## config.mk

```make
export PLATFORM = sky130hd
export DESIGN_NAME = ext_bus_bridge
export DESIGN_NICKNAME = d
export VERILOG_FILES = /design/src/rtl/embus_pkg.sv /design/src/rtl/embus_cfg_reg.sv /design/src/rtl/embus_ctrl.sv /design/src/rtl/embus_datapath.sv /design/src/rtl/ext_bus_bridge.sv
export SDC_FILE = /design/constraint.sdc
export NUM_CORES = 1
export LEC_CHECK = 0
export ABC_AREA = 1
export BUFFER_PORTS_ARGS = -buffer_cell sky130_fd_sc_hd__buf_2
export CAP_MARGIN = 20
export CORE_MARGIN = 5
export CORE_UTILIZATION = 44
export CTS_BUF_LIST = sky130_fd_sc_hd__clkbuf_8
export DETAILED_ROUTE_END_ITERATION = 8
export PLACE_DENSITY_LB_ADDON = 0.15
export SKIP_CTS_REPAIR_TIMING = 1
export SYNTH_ARGS = -nofsm -noshare
export SYNTH_HDL_FRONTEND = slang
export SYNTH_SLANG_ARGS = --single-unit
export TNS_END_PERCENT = 50
```

## constraint.sdc

```tcl
create_clock -name clk -period 1.05 [get_ports clk]
set_input_delay 0.105 -clock clk [delete_from_list [all_inputs] [get_ports clk]]
set_output_delay 0.105 -clock clk [all_outputs]
set_load 0.02 [all_outputs]
```

## src/rtl/embus_pkg.sv

```systemverilog
package embus_pkg;

  typedef struct packed {
    logic capture;    // load request fields into the datapath
    logic latchLoad;  // store write byte into the holding latch
    logic rdCapture;  // sample read data on the last strobe cycle
    logic active;     // strobe window in progress
  } busCmd_t;

  localparam int WAIT_W = 2;
  localparam int MODE_W = 2;

  // wait field is inverted: all-ones means no wait
  function automatic logic [WAIT_W-1:0] waitsFromField(input logic [WAIT_W-1:0] f);
    return ~f;
  endfunction

endpackage

```

## src/rtl/embus_cfg_reg.sv

```systemverilog
module embus_cfg_reg
  import embus_pkg::*;
(
  input  logic              clk,
  input  logic              rstN,
  input  logic              regEnable,
  input  logic              regWrEn,
  input  logic [7:0]        regWrData,
  output logic [7:0]        regRdData,
  output logic              busDisable,
  output logic [WAIT_W-1:0] waitField,
  output logic [MODE_W-1:0] wrMode
);

  always_ff @(posedge clk) begin
    if (!rstN) begin
      busDisable <= 1'b0;
      waitField  <= '0;
      wrMode     <= '0;
    end else if (regWrEn && regEnable) begin
      busDisable <= regWrData[7];
      waitField  <= regWrData[5:4];
      wrMode     <= regWrData[1:0];
    end
  end

  assign regRdData = {busDisable, 1'b0, waitField, 2'b00, wrMode};

  // a locked register keeps its value
  assert_locked_write_R3: assert property (@(posedge clk) disable iff (!rstN)
    (regWrEn && !regEnable) |=> $stable(regRdData));

endmodule

```

## src/rtl/embus_ctrl.sv

```systemverilog
module embus_ctrl
  import embus_pkg::*;
(
  input  logic              clk,
  input  logic              rstN,
  input  logic              reqValid,
  input  logic              reqWrite,
  input  logic              reqAddrLsb,
  input  logic              busWide,
  input  logic [MODE_W-1:0] wrMode,
  input  logic [WAIT_W-1:0] waitField,
  output busCmd_t           cmd,
  output logic              reqDone
);

  typedef enum logic [1:0] {ST_IDLE, ST_ACCESS, ST_DONE} state_t;

  localparam int LEN_W = WAIT_W + 1;

  state_t            state;
  logic [WAIT_W-1:0] waitCnt;
  logic              latchOnly;
  logic              accept;

  assign accept    = (state == ST_IDLE) && reqValid;
  assign latchOnly = reqWrite && busWide && wrMode[1] && !reqAddrLsb;

  always_ff @(posedge clk) begin
    if (!rstN) begin
      state   <= ST_IDLE;
      waitCnt <= '0;
    end else begin
      unique case (state)
        ST_IDLE: if (reqValid) begin
          state   <= latchOnly ? ST_DONE : ST_ACCESS;
          waitCnt <= waitsFromField(waitField);
        end
        ST_ACCESS: begin
          if (waitCnt == '0) state <= ST_DONE;
          else               waitCnt <= waitCnt - 1'b1;
        end
        default: state <= ST_IDLE;
      endcase
    end
  end

  always_comb begin
    cmd           = '0;
    cmd.capture   = accept;
    cmd.latchLoad = accept && latchOnly;
    cmd.active    = (state == ST_ACCESS);
    cmd.rdCapture = (state == ST_ACCESS) && (waitCnt == '0);
  end

  assign reqDone = (state == ST_DONE);

  // checker state: measured and expected strobe length
  logic [LEN_W-1:0] lenCnt;
  logic [LEN_W-1:0] lenExp;
  always_ff @(posedge clk) begin
    if (!rstN) begin
      lenCnt <= '0;
      lenExp <= '0;
    end else if (accept) begin
      lenCnt <= '0;
      lenExp <= LEN_W'(waitsFromField(waitField)) + 1'b1;
    end else if (state == ST_ACCESS) begin
      lenCnt <= lenCnt + 1'b1;
    end
  end

  assert_strobe_len_R5: assert property (@(posedge clk) disable iff (!rstN)
    cmd.rdCapture |-> (lenCnt + 1'b1 == lenExp));

  assert_done_pulse_R5: assert property (@(posedge clk) disable iff (!rstN)
    reqDone |=> !reqDone);

endmodule

```

## src/rtl/embus_datapath.sv

```systemverilog
module embus_datapath
  import embus_pkg::*;
#(
  parameter int ADDR_W = 16
) (
  input  logic              clk,
  input  logic              rstN,
  input  busCmd_t           cmd,
  input  logic              reqWrite,
  input  logic [ADDR_W-1:0] reqAddr,
  input  logic [7:0]        reqWrData,
  input  logic              busWide,
  input  logic [MODE_W-1:0] wrMode,
  input  logic [15:0]       busDataIn,
  output logic [ADDR_W-1:0] busAddr,
  output logic [15:0]       busDataOut,
  output logic              busDataOe,
  output logic              memOe,
  output logic              wrHigh,
  output logic              wrLow,
  output logic              selUpper,
  output logic              selLower,
  output logic [7:0]        rdData
);

  logic [ADDR_W-1:0] addrQ;
  logic [7:0]        dataQ;
  logic              writeQ;
  logic              wideQ;
  logic [MODE_W-1:0] modeQ;
  logic [7:0]        holdLatch;
  logic              oddQ;

  always_ff @(posedge clk) begin
    if (!rstN) begin
      addrQ     <= '0;
      dataQ     <= '0;
      writeQ    <= 1'b0;
      wideQ     <= 1'b0;
      modeQ     <= '0;
      holdLatch <= '0;
      rdData    <= '0;
    end else begin
      if (cmd.capture) begin
        addrQ  <= reqAddr;
        dataQ  <= reqWrData;
        writeQ <= reqWrite;
        wideQ  <= busWide;
        modeQ  <= wrMode;
      end
      if (cmd.latchLoad) holdLatch <= reqWrData;
      if (cmd.rdCapture && !writeQ)
        rdData <= (wideQ && addrQ[0]) ? busDataIn[15:8] : busDataIn[7:0];
    end
  end

  assign oddQ = addrQ[0];

  always_comb begin
    busAddr    = '0;
    busDataOut = '0;
    busDataOe  = 1'b0;
    memOe      = 1'b0;
    wrHigh     = 1'b0;
    wrLow      = 1'b0;
    selUpper   = 1'b0;
    selLower   = 1'b0;
    if (cmd.active) begin
      busAddr = addrQ;
      if (!writeQ) begin
        memOe = 1'b1;
      end else begin
        busDataOe = 1'b1;
        if (!wideQ) begin
          busDataOut = {8'h00, dataQ};
          wrLow      = 1'b1;
        end else if (modeQ[1]) begin
          busDataOut = {dataQ, holdLatch};
          wrHigh     = 1'b1;
        end else if (modeQ[0]) begin
          busDataOut = {dataQ, dataQ};
          wrHigh     = 1'b1;
          selUpper   = oddQ;
          selLower   = !oddQ;
        end else begin
          busDataOut = {dataQ, dataQ};
          wrHigh     = oddQ;
          wrLow      = !oddQ;
        end
      end
    end
  end

  // data and address hold steady across a multi-cycle write strobe
  assert_wdata_stable_R12: assert property (@(posedge clk) disable iff (!rstN)
    ((wrHigh || wrLow) && $past(wrHigh || wrLow)) |-> ($stable(busDataOut) && $stable(busAddr)));

  // byte selects never both active
  assert_sel_onehot_R8: assert property (@(posedge clk) disable iff (!rstN)
    $onehot0({selUpper, selLower}));

  // output enable and write strobes are exclusive
  assert_oe_vs_wr_R11: assert property (@(posedge clk) disable iff (!rstN)
    memOe |-> !(wrHigh || wrLow || busDataOe));

endmodule

```

## src/rtl/ext_bus_bridge.sv

```systemverilog
module ext_bus_bridge
  import embus_pkg::*;
#(
  parameter int ADDR_W = 16
) (
  input  logic              clk,
  input  logic              rstN,
  input  logic              regEnable,
  input  logic              regWrEn,
  input  logic [7:0]        regWrData,
  output logic [7:0]        regRdData,
  input  logic              busWide,
  input  logic              reqValid,
  input  logic              reqWrite,
  input  logic [ADDR_W-1:0] reqAddr,
  input  logic [7:0]        reqWrData,
  output logic              reqDone,
  output logic [7:0]        rdData,
  output logic [ADDR_W-1:0] busAddr,
  output logic [15:0]       busDataOut,
  output logic              busDataOe,
  input  logic [15:0]       busDataIn,
  output logic              memOe,
  output logic              wrHigh,
  output logic              wrLow,
  output logic              selUpper,
  output logic              selLower,
  output logic              pinOwnBus
);

  busCmd_t           cmd;
  logic              busDisable;
  logic [WAIT_W-1:0] waitField;
  logic [MODE_W-1:0] wrMode;

  embus_cfg_reg cfgReg (
    .clk, .rstN, .regEnable, .regWrEn, .regWrData, .regRdData,
    .busDisable, .waitField, .wrMode
  );

  embus_ctrl ctrl (
    .clk, .rstN, .reqValid, .reqWrite, .reqAddrLsb(reqAddr[0]),
    .busWide, .wrMode, .waitField, .cmd, .reqDone
  );

  embus_datapath #(.ADDR_W(ADDR_W)) dpath (
    .clk, .rstN, .cmd, .reqWrite, .reqAddr, .reqWrData, .busWide, .wrMode,
    .busDataIn, .busAddr, .busDataOut, .busDataOe, .memOe, .wrHigh, .wrLow,
    .selUpper, .selLower, .rdData
  );

  assign pinOwnBus = !busDisable || cmd.active;

  // a strobe may only appear while the bus owns the pins
  assert_pins_owned_R4: assert property (@(posedge clk) disable iff (!rstN)
    (memOe || wrHigh || wrLow) |-> pinOwnBus);

endmodule

```

==> run summary, run 1 <==
The standby leakage power was 1.88 nW. The first global-routing pass estimated 11000 um of wire. For this design the top-level I/O count stands at 111. The synthesized design contains 0 enable-type register cells. For the worst-skew pair, the clock arrives at the later sink with an insertion delay of 0.30 ns. Clock tree synthesis inserted a total of 5 buffers. The minimum setup slack in the final design came out at -0.466 ns. Static timing analysis puts the maximum clock frequency at 0.660 GHz. The biggest area contributor in the post-synthesis netlist is sky130_fd_sc_hd__dfxtp_1.

The tree is rooted in a sky130_fd_sc_hd__clkbuf_8. After synthesis, the netlist uses 22 different library cells. The flow ran to the end, but the final reports show violations. The area of the multi-input gates is 1490 um2, and the post-route clock skew is 0.00700 ns.

Clock slew at the register clock pins of the worst setup and hold paths: 0.09 ns. Before antenna repair, the detailed router went through 4 iterations. The initial antenna violation count is 0.

The finished cells cover 3840 um2. For the max-cap violation count, the log shows 0. The class of the worst hold path was input pin to register. The cell count after synthesis came out at 382. The worst hold slack is 0.0482 ns. The required time at the endpoint of the critical path is 0.94 ns. The most used flip-flop cell after synthesis is sky130_fd_sc_hd__dfxtp_1.

In this run the cell area measured after placement is 3580 um2. In this run, synthesis produced a sequential element count of 53. STA classifies the critical path startpoint as a register.

The net count of the finished layout is 556. The count of nets left with antenna violations once routing finished came out at 0. The per-instance average area after synthesis was 6.68 um2; the area of the die was 7420 um2. TritonCTS built the clock tree. Data on the critical path arrives at its endpoint at 1.41 ns. Total number of yosys warnings: 0. For the via count of the first global-routing pass, the log shows 2531.

The fill cell total of the finished layout is 502, and the time the final worst path needs with I/O delays and setup is 1.52 ns. By count the netlist is led by sky130_fd_sc_hd__nor2_1 (77), sky130_fd_sc_hd__nand2_1 (62), sky130_fd_sc_hd__dfxtp_1 (53). The logs give 5570 um2 for the core area and 0 for the total congestion overflow.

The count of standard-cell rows is 27. Fraction of the yosys area taken by sequential cells: 0.416. The fraction of post-synthesis cell area in the top cell type by area came out at 0.416. For the total routing usage reported by global routing, the log shows 0.180. The final reports fail on setup timing. From synthesis to final layout, the design area changed by 50.7%. Timing analysis after detailed placement gives a worst setup slack of -0.262 ns.

In this run, the number of DRC markers left after iteration 0 of detailed routing was 97. For the fraction of the core area covered by cells at the end of the flow, the log shows 0.690. 0 antenna diodes ended up in the layout. Routed length per placed instance: 11.7 um. During placement, the flow inserted port buffers numbering 104. Most frequent cell after synthesis: sky130_fd_sc_hd__nor2_1. After detailed placement, the design holds a cell count of 564. The total number of H-tree levels is 2. Setup violations remaining at the end of the flow were counted as 87.

Initial cell density of the core: 0.457. The number of hold-slack violations in the final timing report is 0, and the areal power density over the cells is 1210 nW/um2. Summing every instance area after synthesis gives 2550 um2.

The final weighted congestion in routability-driven placement was 0.768; the horizontal die dimension was 86.1 um. Using the TritonRoute via totals, the vias-per-cell ratio works out to 4.65. The fraction of the cycle the final worst path needs came out at 1.44. The maximum fanout along the worst path is 8. Summed over all nets, the half-perimeter wirelength after detailed placement is 4940 um.

The number of max-slew violations in the final report is 0. Across the VDD grid, the largest voltage drop is 0.743 mV. The capturing element type of the critical path was an output pin. Setup repair after global routing could not meet its margin everywhere. For this run, design rule violations remaining after detail routing come to 0. The logs give 571 for the number of cells in the finished layout apart from fillers and 1070 um2 for the register area. The aggregate routed wire length was 6660 um. The proportion of synthesized flip-flops having asynchronous set or reset was 0. By area the synthesized netlist is led by sky130_fd_sc_hd__dfxtp_1 (42%), sky130_fd_sc_hd__nor2_1 (11%), sky130_fd_sc_hd__nand2_1 (9.1%). The longest clock path from root to sink contains 2 buffers. The share of final-layout standard cells stronger than drive strength 1 was 0.421. The routed layout has 2657 vias.

The setup path with the least slack is of type register to output pin. The largest net degree at the start of global routing is 54. The floorplan step set the die height to 86.1 um. For the number of sinks handled by clock tree synthesis, the log shows 53.
==> area by class of cell <==
type	count	share of cell area
multi-input cells	253	0.387
clock buffers	5	0.0179
flip-flops and latches	53	0.279
well taps	72	0.0234
clock inverters	1	0.00130
inverters	54	0.0540
repair buffers	133	0.237
==> placed cells by master (no fill, tap or decap), drive strengths merged <==
cell,instances
a21oi,38
buf,133
clkbuf,5
clkinv,1
conb,3
dfxtp,53
ha,1
inv,54
nand2,65
nand3,20
nand3b,1
nor2,80
nor3,1
nor4,1
o21ai,43
==> report_power, final <==
part	internal, mW	leakage (nW)	switching (mW)	total (mW)
sequential	2.18	0.439	0.0819	2.26
clock	0.440	0.0399	0.611	1.05
combinational	0.538	1.40	0.789	1.33
total	3.16	1.88	1.48	4.64
==> stage by stage <==
| stage | setup TNS, ns | power, mW |
|---|---|---|
| after CTS | -21.28 | 4.61 |
| after detailed placement | -7.02 | 3.55 |
| after floorplan | -2.52 | 3.15 |
| final | -19.00 | 4.64 |
| after global routing | -26.43 | 4.95 |
| after global placement | -5.63 | 3.52 |
==> flip-flops by register name, indices dropped and copies added (netlist names) <==
register / count
dpath.addrQ: 16
dpath.dataQ: 8
dpath.holdLatch: 8
dpath.rdData: 8
cfgReg.waitField: 2
cfgReg.wrMode: 2
ctrl.state: 2
ctrl.waitCnt: 2
dpath.modeQ: 2
cfgReg.busDisable: 1
dpath.wideQ: 1
dpath.writeQ: 1
==> routing by layer <==
layer / GRT usage / routed length (um) / up-vias
met5: 0 / 0 / -
met3: 0.0490 / 434 / 11
met4: 0.0432 / 112 / 0
met1: 0.211 / 2780 / 1158
met2: 0.324 / 3330 / 74
li1: - / - / 1414
==> cell families after synthesis <==
group                      Yosys count  share of synthesized area
and+or+nand+nor                    168                      0.273
DFF                                 53                      0.416
buffers and inverters               78                      0.145
other                                1                    0.00147
AOI/OAI and AO/OA                   81                      0.159
adders and majority gates            1                    0.00491
==> critical path: stages (launching register included) <==
cell and delay (ns):
sky130_fd_sc_hd__dfxtp_2 0.35, sky130_fd_sc_hd__inv_2 0.07, sky130_fd_sc_hd__nand2_4 0.06, sky130_fd_sc_hd__nor2_4 0.16
sky130_fd_sc_hd__buf_12 0.16, sky130_fd_sc_hd__o21ai_2 0.07, sky130_fd_sc_hd__a21oi_4 0.11, sky130_fd_sc_hd__buf_6 0.13
==> final timing paths <==
kind | startpoint | end | slack [ns] | cells past startpoint
min | regWrData[4] | cfgReg.waitField[0] | 0.05 | 3
max | ctrl.state[1] | busDataOut[3] | -0.47 | 7
min reg2reg | dpath.addrQ[1] | dpath.addrQ[1] | 0.45 | 2
max reg2reg | ctrl.state[0] | dpath.holdLatch[3] | -0.15 | 7
Note: power is estimated with default switching activity, not from simulation.
==> run 2: changes to the inputs <==
RECOVER_POWER = 100   (was default)
SLEW_MARGIN = 20   (was default)
==> run summary, run 2 (synthesized netlist as in run 1, its figures left out) <==
The port buffer count is 104 (unchanged). The top cell types in the final layout, fill and taps aside, are sky130_fd_sc_hd__buf_2 (68), sky130_fd_sc_hd__nand2_1 (54), sky130_fd_sc_hd__nor2_1 (53). The final reports fail on setup timing. Maximum fanout along the worst path: 8 (unchanged).

The most critical setup path has its startpoint at ctrl.state[1]. The run gives 1.41 ns (about the same) as the data arrival time at the worst-slack endpoint. The run finished, with violations left. The critical path in this run is classified as register to output pin. The logs give 0.0481 ns (-0.0000888 ns) for the worst hold slack and 5 (unchanged) for the CTS buffer count. The area of the die was 7420 um2 (unchanged); the largest net degree at the start of global routing was 54 (unchanged).

For the iteration-0 DRC count of the detailed router, the log shows 82 (-15%). Number of hold-slack violations in the final timing report: 0 (unchanged). Initial cell density of the core: 0.457 (unchanged).

Time the final worst path needs with I/O delays and setup: 1.51 ns (-0.00104 ns). Counting flops per register, the top entry is dpath.addrQ. The accumulated negative setup slack is -18.88 ns (+0.122 ns), and the largest voltage drop on the vdd net is 0.744 mV (+0.17%). The tools report the origin of the critical flop-to-flop path as ctrl.state[0].

The fraction of the cycle the final worst path needs is 1.44 (about the same). The initial antenna violation count is 0 (unchanged). The post-detailed-placement half-perimeter wirelength was 4940 um (unchanged). The run gives 571 (unchanged) as the number of cells in the finished layout apart from fillers. The horizontal die dimension works out to 86.1 um (unchanged). The run gives 5570 um2 (unchanged) as the core area. The final weighted congestion in routability-driven placement was 0.768 (unchanged); the delay of the slowest cell on the worst path was 0.35 ns (about the same). The worst slack after detailed placement is -0.262 ns (unchanged), and the via count of the first global-routing pass is 2531 (unchanged).

The number of antenna-violating nets in the routed design is 0 (unchanged). The slowest stage of the critical path belongs to the cell sky130_fd_sc_hd__dfxtp_2. The minimum setup slack in the final design is -0.465 ns (+0.00105 ns), and the count of antenna diodes in the layout is 0 (unchanged).

The register-to-register path setup slack came out at -0.15 ns (about the same). The run gives 2 (unchanged) as the total number of H-tree levels. The logs give 0.30 ns (about the same) for the insertion delay of the later-clocked pin in the worst-skew pair and 564 (unchanged) for the placed cell count.

The run gives 556 (unchanged) as the final net count. The maximum buffer depth of the clock tree came out at 2 (unchanged). Setup repair after global routing could not meet its margin everywhere. The areal power density over the cells was 1210 nW/um2 (about the same). Number of max-slew violations in the final report: 0 (unchanged). Overall die height: 86.1 um (unchanged). Post-route clock skew: 0.00594 ns (-0.00106 ns).

The fmax was 0.660 GHz (about the same). Walking the worst path, the cells encountered are inv_2 -> nand2_4 -> nor2_4 -> buf_12 -> o21ai_2 -> a21oi_4 -> buf_6. The tools report the first-pass iteration count of the detailed router as 4 (unchanged). Clock tree root buffer cell: sky130_fd_sc_hd__clkbuf_8.

The clock slew at the register clock pins of the worst setup and hold paths was 0.09 ns (about the same). The count of unresolved DRC violations after routing was 0 (unchanged); the total setup violations reported at the end of the flow was 87 (unchanged). TritonCTS built the clock tree. STA classifies the critical path startpoint as a register. The first-pass GRT wire length came out at 11000 um (unchanged).

The run gives 0.180 (unchanged) as the total routing usage reported by global routing. The worst hold path begins at regWrData[4]. STA classifies the critical path endpoint as an output pin. The logs give 0.94 ns (about the same) for the required time at the endpoint of the critical path and 27 (unchanged) for the count of standard-cell rows.

The max-cap violation count was 0 (unchanged); the total via count after detailed routing was 2643 (-0.53%). Class of the worst hold path: input pin to register. The average vias per placed instance is 4.63 (-0.53%), and the total congestion overflow is 0 (unchanged). The share of final-layout standard cells stronger than drive strength 1 was 0.417 (-0.00401). The tools report the number of sinks handled by clock tree synthesis as 53 (unchanged). The run gives 111 (unchanged) as the I/O pin total.

Leaving out fill and tap cells, the most frequent cell in the layout is sky130_fd_sc_hd__buf_2. The standby leakage power is 1.86 nW (-0.82%), and the layout-stage area growth over the synthesis result is 50.6% (about the same). The number of flip-flops in the largest register is 16 (unchanged), and the aggregate routed wire length is 6640 um (-0.21%).

The routed length per placed instance was 11.6 um (-0.21%).
run 2: changes by cell type in the layout (fill, tap and decap cells not counted):
cell	previous run	this run
sky130_fd_sc_hd__clkbuf_1	0	2
sky130_fd_sc_hd__buf_2	80	68
sky130_fd_sc_hd__clkbuf_2	0	10
run 2: area by class of cell:
type / instances / area (um2)
multi-input combinational: 253 / 1490
inverter: 54 / 208
tap: 72 / 90.1
fill: 501 / 1730
sequential: 53 / 1070
clock inverter: 1 / 5.00
clock buffer: 5 / 68.8
timing repair buffer: 133 / 908
run 2: final timing paths:
path	cells after the start	to
worst min register to register	2	dpath.addrQ[1]
worst min-delay path	3	cfgReg.waitField[0]
worst max-delay path	7	busDataOut[3]
worst max register to register	7	dpath.holdLatch[3]
run 2: critical path, delay by kind of cell, from the launching register on:
kind | cells | cell delay (ns)
buffers and inverters | 3 | 0.36
DFF | 1 | 0.35
and+or+nand+nor | 2 | 0.22
AOI/OAI and AO/OA | 2 | 0.18
run 2: stage by stage:
stage | util | cell area, um2 | power, mW
after floorplan | - | 2880 | 3.15
after global placement | 0.642 | 3580 | 3.52
after detailed placement | 0.642 | 3580 | 3.55
after CTS | 0.655 | 3650 | 4.61
after global routing | 0.689 | 3840 | 4.94
final | 0.689 | 3840 | 4.64
run 2: where the power goes:
part	switching, mW	internal [mW]
Sequential	0.0834	2.18
Combinational	0.789	0.536
Clock	0.611	0.440
Total	1.48	3.16
run 2: metal layers:
layer  wire (um)  global-route usage  up-vias  share of wire
met2        3330               0.324       72           0.50
met1        2770               0.211     1146           0.42
met4         112              0.0432        0          0.017
met3         430              0.0490       11          0.065
met5           0                   0        -              0
li1            -                   -     1414              -
